==> config.mk <==
export PLATFORM = sky130hd
export DESIGN_NAME = shift_flag_unit
export DESIGN_NICKNAME = d
export VERILOG_FILES = /design/src/rtl/shf_pkg.sv /design/src/rtl/shf_control.sv /design/src/rtl/shf_datapath.sv /design/src/rtl/shift_flag_unit.sv
export SDC_FILE = /design/constraint.sdc
export NUM_CORES = 1
export LEC_CHECK = 0
export BUFFER_PORTS_ARGS = -buffer_cell sky130_fd_sc_hd__buf_2
export CAP_MARGIN = 30
export CORE_ASPECT_RATIO = 1.75
export CORE_MARGIN = 2
export CORE_UTILIZATION = 40
export DETAILED_ROUTE_END_ITERATION = 6
export PLACE_DENSITY = 0.77
export SLEW_MARGIN = 20
export SYNTH_ARGS = -nofsm -noshare
export SYNTH_HDL_FRONTEND = slang
export SYNTH_HIERARCHICAL = 1
export SYNTH_SLANG_ARGS = --single-unit
==> constraint.sdc <==
create_clock -name vclk -period 3.27
set_input_delay 0.1635 -clock vclk [all_inputs]
set_output_delay 0.1635 -clock vclk [all_outputs]
set_load 0.1 [all_outputs]
==> src/rtl/shf_pkg.sv <==
package shf_pkg;
  typedef enum logic [1:0] {
    OP_SAR  = 2'd0,
    OP_SHR  = 2'd1,
    OP_SHL  = 2'd2,
    OP_RSVD = 2'd3
  } shf_op_e;

  typedef struct packed {
    logic reverse;
    logic fillSign;
  } shf_ctrl_t;

  localparam int MASK_BITS = 4;
  localparam int MB_ZERO  = 0;
  localparam int MB_SIGN  = 1;
  localparam int MB_CARRY = 2;
  localparam int MB_OVF   = 3;
endpackage

==> src/rtl/shf_control.sv <==
module shf_control
  import shf_pkg::*;
#(
  parameter int WIDTH = 32,
  parameter int AMT_W = $clog2(WIDTH)
) (
  input  logic                 inValid,
  input  logic [1:0]           opSel,
  input  logic                 amtFromReg,
  input  logic [AMT_W-1:0]     immAmt,
  input  logic [WIDTH-1:0]     regAmt,
  output shf_ctrl_t            ctl,
  output logic [AMT_W-1:0]     amt,
  output logic [MASK_BITS-1:0] writeMask
);
  logic legalOp;

  always_comb begin
    legalOp      = (opSel != OP_RSVD);
    ctl.reverse  = (opSel == OP_SHL);
    ctl.fillSign = (opSel == OP_SAR);
    if (!legalOp)
      amt = '0;                                  // reserved: pass through
    else if (amtFromReg)
      amt = regAmt[AMT_W-1:0];                   // low bits only
    else
      amt = immAmt;
    writeMask = (inValid && legalOp) ? {MASK_BITS{1'b1}} : '0;
  end

  always_comb begin
    if (!(inValid && legalOp))
      AST_MASK_IDLE: assert (writeMask == '0);
  end
endmodule

==> src/rtl/shf_datapath.sv <==
module shf_datapath
  import shf_pkg::*;
#(
  parameter int WIDTH = 32,
  parameter int AMT_W = $clog2(WIDTH)
) (
  input  logic [WIDTH-1:0] dIn,
  input  shf_ctrl_t        ctl,
  input  logic [AMT_W-1:0] amt,
  output logic [WIDTH-1:0] dOut,
  output logic             zeroOut,
  output logic             signOut,
  output logic             carryOut
);
  logic [WIDTH-1:0] revIn;
  logic [WIDTH-1:0] shifted;
  logic [WIDTH-1:0] revOut;
  logic [WIDTH:0]   stg [0:AMT_W];
  logic             fillBit;

  genvar gi;
  generate
    for (gi = 0; gi < WIDTH; gi++) begin : g_rev
      assign revIn[gi]  = dIn[WIDTH-1-gi];
      assign revOut[gi] = shifted[WIDTH-1-gi];
    end
  endgenerate

  assign fillBit = ctl.fillSign & dIn[WIDTH-1];
  // Guard bit below the LSB collects the last bit shifted out.
  assign stg[0] = {(ctl.reverse ? revIn : dIn), 1'b0};

  generate
    for (gi = 0; gi < AMT_W; gi++) begin : g_stage
      localparam int SH = 2 ** gi;
      assign stg[gi+1] = amt[gi] ? {{SH{fillBit}}, stg[gi][WIDTH:SH]} : stg[gi];
    end
  endgenerate

  assign shifted  = stg[AMT_W][WIDTH:1];
  assign carryOut = stg[AMT_W][0];
  assign dOut     = ctl.reverse ? revOut : shifted;
  assign zeroOut  = (dOut == '0);
  assign signOut  = dOut[WIDTH-1];

  always_comb begin
    if (amt == '0) begin
      AST_ZERO_AMT_PASS: assert (dOut == dIn && !carryOut);
    end
  end
endmodule

==> src/rtl/shift_flag_unit.sv <==
module shift_flag_unit
  import shf_pkg::*;
#(
  parameter int WIDTH = 32,
  parameter int AMT_W = $clog2(WIDTH)
) (
  input  logic                 inValid,
  input  logic [1:0]           opSel,
  input  logic                 amtFromReg,
  input  logic [AMT_W-1:0]     immAmt,
  input  logic [WIDTH-1:0]     regAmt,
  input  logic [WIDTH-1:0]     operand,
  output logic [WIDTH-1:0]     result,
  output logic                 flagZero,
  output logic                 flagSign,
  output logic                 flagCarry,
  output logic                 flagOverflow,
  output logic [MASK_BITS-1:0] flagWriteMask
);
  shf_ctrl_t        ctl;
  logic [AMT_W-1:0] amt;

  shf_control #(.WIDTH(WIDTH), .AMT_W(AMT_W)) u_ctrl (
    .inValid   (inValid),
    .opSel     (opSel),
    .amtFromReg(amtFromReg),
    .immAmt    (immAmt),
    .regAmt    (regAmt),
    .ctl       (ctl),
    .amt       (amt),
    .writeMask (flagWriteMask)
  );

  shf_datapath #(.WIDTH(WIDTH), .AMT_W(AMT_W)) u_dp (
    .dIn     (operand),
    .ctl     (ctl),
    .amt     (amt),
    .dOut    (result),
    .zeroOut (flagZero),
    .signOut (flagSign),
    .carryOut(flagCarry)
  );

  assign flagOverflow = 1'b0;

  always_comb begin
    if (opSel == OP_SAR && amt != '0)
      AST_ARITH_MSB: assert (result[WIDTH-1] == operand[WIDTH-1]);
    if (opSel == OP_SHR && amt != '0)
      AST_LOGIC_MSB: assert (result[WIDTH-1] == 1'b0);
    if (opSel == OP_SHL && amt != '0)
      AST_LEFT_LSB: assert (result[0] == 1'b0);
  end
endmodule

==> results.sh, run 1 <==
export IMPL_placed_area_um2=5980
export IMPL_worstSetupEndpointType="primary output"
export IMPL_grt_setup_unrepaired="yes"
export IMPL_via_per_inst=6.52
export IMPL_violations="negative setup slack"
export IMPL_antenna_found_initial=0
export IMPL_status="finished with violations"
export IMPL_drv_cap=0
export IMPL_setup_viol=3
export IMPL_synth_distinct_cells=63
export IMPL_drt_iter0_drc=488
export IMPL_area_growth_pct=71.6
export IMPL_period_share=1.07
export IMPL_layout_setup_ws_ns=-0.218
export IMPL_ir_drop_v=0.000314
export IMPL_power_frac_comb=1.000
export IMPL_ioPinCount=113
export IMPL_gp_congestion=0.969
export IMPL_antenna_left=0
export IMPL_p_leak_nw=2.84
export IMPL_gr_total_overflow=0
export IMPL_seq_cells=0
export IMPL_fill_cells=730
export IMPL_nClkBuffers=0
export IMPL_pwr_share_clk=0
export IMPL_syn_inst=498
export IMPL_ctsHoldBuffers=0
export IMPL_dieArea_um2=10200
export IMPL_power_switching_mw=1.57
export IMPL_final_cells=827
export IMPL_grt_util_all_layers=0.372
export IMPL_finalWirelength_um=19900
export IMPL_grt_pass1_vias=5472
export IMPL_critical_path_required_ns=3.11
export IMPL_internal_power_mw=1.11
export IMPL_min_period_ns=3.49
export IMPL_worstMarginPinSlew_ns=0.600
export IMPL_postLayoutCellArea_um2=6450
export IMPL_syn_num_nets=571
export IMPL_critPathMaxFanout=7
export IMPL_total_power_mw=2.68
export IMPL_place_inst=806
export IMPL_cp_arrival_ns=3.32
export IMPL_hold_viol_final=0
export IMPL_syn_area_um2=3760
export IMPL_final_nets=782
export IMPL_powerDensity_nw_per_um2=415
export IMPL_clock_fmax_mhz=287
export IMPL_initial_core_util=0.413
export IMPL_io_buffers=85
export IMPL_min_path_cells=3
export IMPL_antenna_cells=0
export IMPL_drive_gt1_frac=0.553
export IMPL_coreArea_um2=9090
export IMPL_ff_latch_area_um2=0
export IMPL_hp_class="input pin to primary output"
export IMPL_syn_area_per_cell_um2=7.55
export IMPL_drc=0
export IMPL_multi_input_area_um2=3840
export IMPL_drt_first_pass_iters=5
export IMPL_die_w_um=77.3
export IMPL_die_h_um=132
export IMPL_p_seq_frac=0
export IMPL_seq_area_frac_synth=0
export IMPL_fp_row_count=46
export IMPL_slew_violations=0
export IMPL_place_hpwl_um=15700
export IMPL_grt_pass1_wl_um=29900
export IMPL_swShare=0.586
export IMPL_yosysWarningCount=6
export IMPL_criticalPathCategory="input pin to primary output"
export IMPL_wl_per_cell_um=24.1
export IMPL_grt_max_degree=39
export IMPL_via_count=5394
export IMPL_relSlewSlack=0.600
export IMPL_start_kind="input pin"
## power by group through the flow
stage / combinational, mW / sequential (mW) / clock (mW)
floorplan: 1.46 / 0 / 0
global placement: 2.47 / 0 / 0
detailed placement: 2.50 / 0 / 0
CTS: 2.56 / 0 / 0
global route: 2.76 / 0 / 0
finish: 2.68 / 0 / 0
## timing repair
action,CTS,global route
endpoints found under the setup margin,16,19
gates resized for setup,30,29
buffers inserted,10,13
cloned,0,1
pin swaps,11,18
## synth_stat cells, types with 7 or more instances
master / n / area, um2
buf_2: 11 / 55.1
o22ai_1: 9 / 56.3
mux4_2: 32 / 721
mux2i_1: 76 / 761
nor2_1: 51 / 191
clkbuf_1: 22 / 82.6
nand3_1: 9 / 45.0
buf_4: 7 / 52.6
a211oi_1: 7 / 52.6
nand2_1: 63 / 236
mux2_2: 19 / 214
nor3_1: 9 / 45.0
nand2b_1: 8 / 50.1
buf_1: 8 / 30.0
a21oi_1: 28 / 140
a22oi_1: 7 / 52.6
o21ai_0: 21 / 105
o211ai_1: 8 / 60.1
inv_1: 7 / 26.3
## routing by layer
layer  vias up  track usage  part of all wire
met1      2555        0.375              0.31
li1       2343            -                 -
met2       360        0.668              0.51
met4         0        0.320              0.12
met5         -            0                 0
met3       136       0.0336             0.061
## placed cells by master (no fill, tap or decap), drive strengths merged, types with 2 or more instances in the layout
cell / count
nor3: 9
o31ai: 3
and3: 5
o221a: 4
a211oi: 7
nand2b: 8
and3b: 2
and2: 7
nand3: 9
a21boi: 2
a21oi: 28
a31oi: 6
buf: 261
nor4: 2
mux2: 21
nor2b: 6
o221ai: 5
o21bai: 2
o211ai: 8
a22o: 2
or2: 5
o22ai: 9
nand2: 63
a221o: 3
nor2: 51
o21ai: 21
inv: 8
a22oi: 7
nand4: 6
a2bb2oi: 2
mux2i: 76
a221oi: 6
o22a: 2
mux4: 32
## cell families after synthesis
family          share of synthesized area
compound gates                      0.233
simple gates                        0.223
mux                                 0.458
xor+xnor                          0.00233
buf+inv                            0.0825
other cells                      0.000997
## path summary, 6_finish.rpt
check / from / end / slack, ns
worst max-delay path: amtFromReg / flagZero / -0.22
worst min-delay path: inValid / flagWriteMask[1] / 0.88
## area by class of cell
type / count / area share
inverter: 9 / 0.00524
multi-input combinational: 436 / 0.596
timing repair buffer: 262 / 0.376
tap: 120 / 0.0233
## stage by stage
step                      utilization  setup TNS, ns  setup slack [ns]  hold slack [ns]
final                           0.710         -0.224            -0.218            0.883
after global routing            0.710         -0.437            -0.308            0.896
after CTS                       0.681         -0.129           -0.0920            0.883
after detailed placement        0.658          -2.15            -0.416            0.881
after global placement          0.658          -1.11            -0.271            0.856
after floorplan                     -          -3.39            -0.586            0.647
## worst max-delay path, stage by stage
cell and delay, ns:
buf_8 0.10, mux2i_4 0.18, nor2_4 0.22, buf_6 0.17, mux4_2 0.51, mux2i_1 0.17, buf_4 0.14, buf_4 0.13
a22o_1 0.15, a211oi_2 0.08, o22a_1 0.28, nor3_2 0.18, buf_4 0.15, nand4_1 0.14, nor4_4 0.34, buf_12 0.21
No activity file was read; power rests on OpenSTA's default activity.
==> run 2: changes to the inputs <==
Settings changed: RECOVER_POWER set to 100.
==> run 2 against run 1 <==
Effect of this change: the run still ends with negative setup slack left; clock-buffer cell count unchanged; final area about the same; flip-flop and latch count unchanged; global-route usage unchanged; final cell count did not move; critical path depth did not move; first-iteration DRC count rose by 1.2%; core utilization down 0.055 points; via count hardly changed; fmax rose by 0.13%; largest power group unchanged.
==> results.sh, run 2 (synthesis results as in run 1) <==
export IMPL_violations="negative setup slack"
export IMPL_via_per_inst=6.52
export IMPL_drv_cap=0
export IMPL_hold_viol_final=0
export IMPL_grt_setup_unrepaired="yes"
export IMPL_min_period_ns=3.48
export IMPL_power_switching_mw=1.57
export IMPL_layout_setup_ws_ns=-0.214
export IMPL_min_from="inValid"
export IMPL_ioPinCount=113
export IMPL_start_kind="input pin"
export IMPL_fp_row_count=46
export IMPL_ctsHoldBuffers=0
export IMPL_layout_common_cells="buf_4, nand2_1, mux2i_1, nor2_1, buf_2"
export IMPL_drive_gt1_frac=0.547
export IMPL_area_growth_pct=71.5
export IMPL_pwr_share_clk=0
export IMPL_final_common_cell="buf_4"
export IMPL_worstMarginPinSlew_ns=1.20
export IMPL_ir_drop_v=0.000314
export IMPL_final_cells=827
export IMPL_grt_max_degree=39
export IMPL_whs_endpoint="flagWriteMask[1]"
export IMPL_critPathMaxFanout=7
export IMPL_placed_area_um2=5980
export IMPL_grt_pass1_vias=5472
export IMPL_powerDensity_nw_per_um2=415
export IMPL_post_place_ws_ns=-0.416
export IMPL_total_power_mw=2.68
export IMPL_antenna_left=0
export IMPL_place_hpwl_um=15700
export IMPL_final_nets=782
export IMPL_place_inst=806
export IMPL_hp_class="input pin to primary output"
export IMPL_p_leak_nw=2.83
export IMPL_via_count=5392
export IMPL_antenna_found_initial=0
export IMPL_seq_cells=0
export IMPL_fin_worst_hold_slack_ns=1.10
export IMPL_drc=0
export IMPL_io_buffers=85
export IMPL_relSlewSlack=0.201
export IMPL_setup_viol=3
export IMPL_cp_arrival_ns=3.32
export IMPL_criticalPathCategory="input pin to primary output"
export IMPL_slew_violations=0
export IMPL_gr_total_overflow=0
export IMPL_wl_per_cell_um=24.0
export IMPL_drt_iter0_drc=494
export IMPL_status="finished with violations"
export IMPL_final_core_util=0.709
export IMPL_dieArea_um2=10200
export IMPL_coreArea_um2=9090
export IMPL_critical_path_required_ns=3.11
export IMPL_ff_latch_area_um2=0
export IMPL_die_w_um=77.3
export IMPL_die_h_um=132
export IMPL_nClkBuffers=0
export IMPL_clock_fmax_mhz=287
export IMPL_initial_core_util=0.413
export IMPL_grt_pass1_wl_um=29900
export IMPL_swShare=0.586
export IMPL_period_share=1.07
export IMPL_gp_congestion=0.969
export IMPL_antenna_cells=0
export IMPL_min_path_cells=3
export IMPL_internal_power_mw=1.11
export IMPL_fin_tns_setup_ns=-0.217
export IMPL_fill_cells=734
export IMPL_power_frac_comb=1.000
export IMPL_finalWirelength_um=19900
export IMPL_postLayoutCellArea_um2=6450
export IMPL_drt_first_pass_iters=5
export IMPL_worstSetupEndpointType="primary output"
export IMPL_p_seq_frac=0
export IMPL_grt_util_all_layers=0.372
-- run 2: cell types whose count changed in the layout (fill, tap and decap cells not counted), sizes merged --
cell,delta
buf,-4
clkbuf,+4
-- run 2: area by class of cell --
class | count | area [um2] | share of cell area
Inverter | 9 | 33.8 | 0.00524
Multi-Input combinational cell | 436 | 3840 | 0.596
Tap cell | 120 | 150 | 0.0233
Timing Repair Buffer | 262 | 2420 | 0.375
-- run 2: critical path: stages --
cell,delay (ns)
buf_8,0.10
mux2i_4,0.18
nor2_4,0.22
buf_6,0.17
mux4_2,0.51
mux2i_1,0.17
buf_4,0.14
buf_4,0.13
a22o_1,0.15
a211oi_2,0.08
o22a_1,0.28
nor3_2,0.18
buf_4,0.15
nand4_1,0.14
nor4_4,0.34
buf_12,0.21
-- run 2: power by group through the flow --
stage / combinational (mW) / sequential [mW] / clock (mW)
floorplan: 1.46 / 0 / 0
global placement: 2.47 / 0 / 0
detailed placement: 2.50 / 0 / 0
CTS: 2.56 / 0 / 0
global route: 2.76 / 0 / 0
finish: 2.68 / 0 / 0
-- run 2: per-layer routing --
metal	part of all wire	global-route usage	up-vias
li1	-	-	2344
met1	0.31	0.375	2541
met2	0.51	0.668	384
met3	0.069	0.0336	123
met4	0.11	0.320	0
met5	0	0	-
-- run 2: how the worst max path moves through the flow --
stage,to,slack (ns),cells after the start,startpoint
finish,flagZero,-0.21,16,amtFromReg
global route,flagZero,-0.31,16,amtFromReg
CTS,flagZero,-0.09,16,amtFromReg
detailed placement,flagZero,-0.42,14,opSel[0]
global placement,flagZero,-0.27,14,opSel[0]
floorplan,flagZero,-0.59,14,opSel[0]
-- run 2: what timing repair did --
action                                  CTS  global route
resized for setup                        30            29
setup buffers                            10            13
endpoints found under the setup margin   16            19
pin swaps                                11            18
cloned                                    0             1
==> run 3: changes to the inputs <==
Settings changed: CELL_PAD_IN_SITES_DETAIL_PLACEMENT set to 0, CELL_PAD_IN_SITES_GLOBAL_PLACEMENT set to 1, CORE_UTILIZATION 40 to 39, GPL_ROUTABILITY_DRIVEN set to 0, PLACE_DENSITY 0.77 to 0.95.
==> run 3 against run 2 <==
Effect of this change: the run still ends with negative setup slack left; global-route usage fell by 3.6 points; hold slack got worse by 0.028 ns; fmax grew 1.3%; wire length decreased by 7.4%; die area grew 2.5%; sequential share of layout area unchanged; combinational power fell by 2%; highest routed layer unchanged.
==> results.sh, run 3 (synthesis results as in run 1) <==
export IMPL_finalWirelength_um=18400
export IMPL_final_nets=755
export IMPL_nClkBuffers=0
export IMPL_wl_per_cell_um=23.0
export IMPL_coreArea_um2=9410
export IMPL_place_hpwl_um=13600
export IMPL_antenna_cells=0
export IMPL_place_inst=784
export IMPL_initial_core_util=0.400
export IMPL_hp_class="input pin to primary output"
export IMPL_relSlewSlack=0.229
export IMPL_ff_latch_area_um2=0
export IMPL_dieArea_um2=10500
export IMPL_layout_setup_ws_ns=-0.168
export IMPL_crit_chain="buf_8 > mux2i_4 > buf_6 > nor2_4 > buf_12 > buf_6 > mux2_4 > mux4_2 > a2bb2oi_2 > nand3_1 > nand3_2 > and4bb_2 > nand4_1 > nor4_4 > buf_12"
export IMPL_min_period_ns=3.44
export IMPL_powerDensity_nw_per_um2=417
export IMPL_grt_setup_unrepaired="yes"
export IMPL_fp_row_count=47
export IMPL_cp_arrival_ns=3.27
export IMPL_hold_viol_final=0
export IMPL_final_common_cell="buf_4"
export IMPL_drt_iter0_drc=896
export IMPL_grt_pass1_wl_um=27900
export IMPL_grt_max_degree=28
export IMPL_grt_pass1_vias=5268
export IMPL_status="finished with violations"
export IMPL_drive_gt1_frac=0.543
export IMPL_clock_fmax_mhz=291
export IMPL_drv_cap=0
export IMPL_io_buffers=85
export IMPL_ioPinCount=113
export IMPL_postLayoutCellArea_um2=6270
export IMPL_slowest_stage="mux4_2"
export IMPL_period_share=1.05
export IMPL_total_power_mw=2.62
export IMPL_grt_util_all_layers=0.336
export IMPL_critical_path_required_ns=3.11
export IMPL_antenna_found_initial=0
export IMPL_seq_cells=0
export IMPL_ir_drop_v=0.000245
export IMPL_startpoint="amtFromReg"
export IMPL_via_count=5383
export IMPL_die_w_um=78.2
export IMPL_area_growth_pct=66.8
export IMPL_gr_total_overflow=0
export IMPL_worstSetupEndpointType="primary output"
export IMPL_max_stage_delay_ns=0.52
export IMPL_antenna_left=0
export IMPL_criticalPathCategory="input pin to primary output"
export IMPL_slew_violations=0
export IMPL_placed_area_um2=5750
export IMPL_die_h_um=134
export IMPL_endpoint="flagZero"
export IMPL_critPathMaxFanout=6
export IMPL_start_kind="input pin"
export IMPL_worstMarginPinSlew_ns=1.16
export IMPL_fill_cells=703
export IMPL_layout_common_cells="buf_4, nand2_1, mux2i_1, buf_2, nor2_1"
export IMPL_violations="negative setup slack"
export IMPL_drc=0
export IMPL_drt_first_pass_iters=7
export IMPL_setup_viol=9
export IMPL_via_per_inst=6.71
export IMPL_p_leak_nw=2.68
export IMPL_final_cells=802
export IMPL_ctsHoldBuffers=0
run 3: final cells by class:
| type | instances | area, um2 | area share |
|---|---|---|---|
| inverters | 9 | 35.0 | 0.00559 |
| multi-input cells | 438 | 3920 | 0.625 |
| well taps | 122 | 153 | 0.0243 |
| repair buffers | 233 | 2170 | 0.345 |
run 3: layer usage:
layer / GRT usage / vias to the layer above / wire, um
li1: - / 2295 / -
met1: 0.343 / 2429 / 5680
met2: 0.591 / 481 / 9130
met3: 0.0585 / 178 / 1520
met4: 0.268 / 0 / 2080
met5: 0 / - / 0
run 3: worst min-delay path by stage:
stage	from	endpoint	slack, ns	cells after the start
floorplan	inValid	flagWriteMask[0]	0.65	1
global placement	inValid	flagWriteMask[2]	0.86	3
detailed placement	inValid	flagWriteMask[1]	0.86	3
CTS	inValid	flagWriteMask[1]	0.86	3
global route	inValid	flagWriteMask[1]	1.08	3
finish	inValid	flagWriteMask[1]	1.07	3
run 3: critical path, delay by kind of cell:
| family | cells | cell delay, ns |
|---|---|---|
| multiplexers | 3 | 1.16 |
| AND/OR/NAND/NOR | 6 | 1.08 |
| buffers and inverters | 5 | 0.69 |
| AO/OA/AOI/OAI | 1 | 0.17 |
run 3: metrics by stage:
step / setup slack (ns) / utilization / hold WS, ns / TNS, ns
after CTS: -0.0912 / 0.646 / 0.862 / -0.110
final: -0.168 / 0.667 / 1.07 / -0.419
after detailed placement: -0.577 / 0.611 / 0.859 / -9.06
after global routing: -0.256 / 0.667 / 1.08 / -2.33
after global placement: -0.516 / 0.611 / 0.857 / -5.92
after floorplan: -0.586 / - / 0.647 / -3.39
run 3: timing repair:
action	4_1_cts	5_1_grt
buffers inserted	12	6
pin swaps	17	10
gates resized for setup	45	44
setup endpoints to repair	35	25
gates cloned	2	0
run 3: where the power goes:
group	internal, mW	total (mW)	leakage [nW]	switching [mW]
Sequential	0	0	0	0
Clock	0	0	0	0
Combinational	1.06	2.62	2.68	1.56
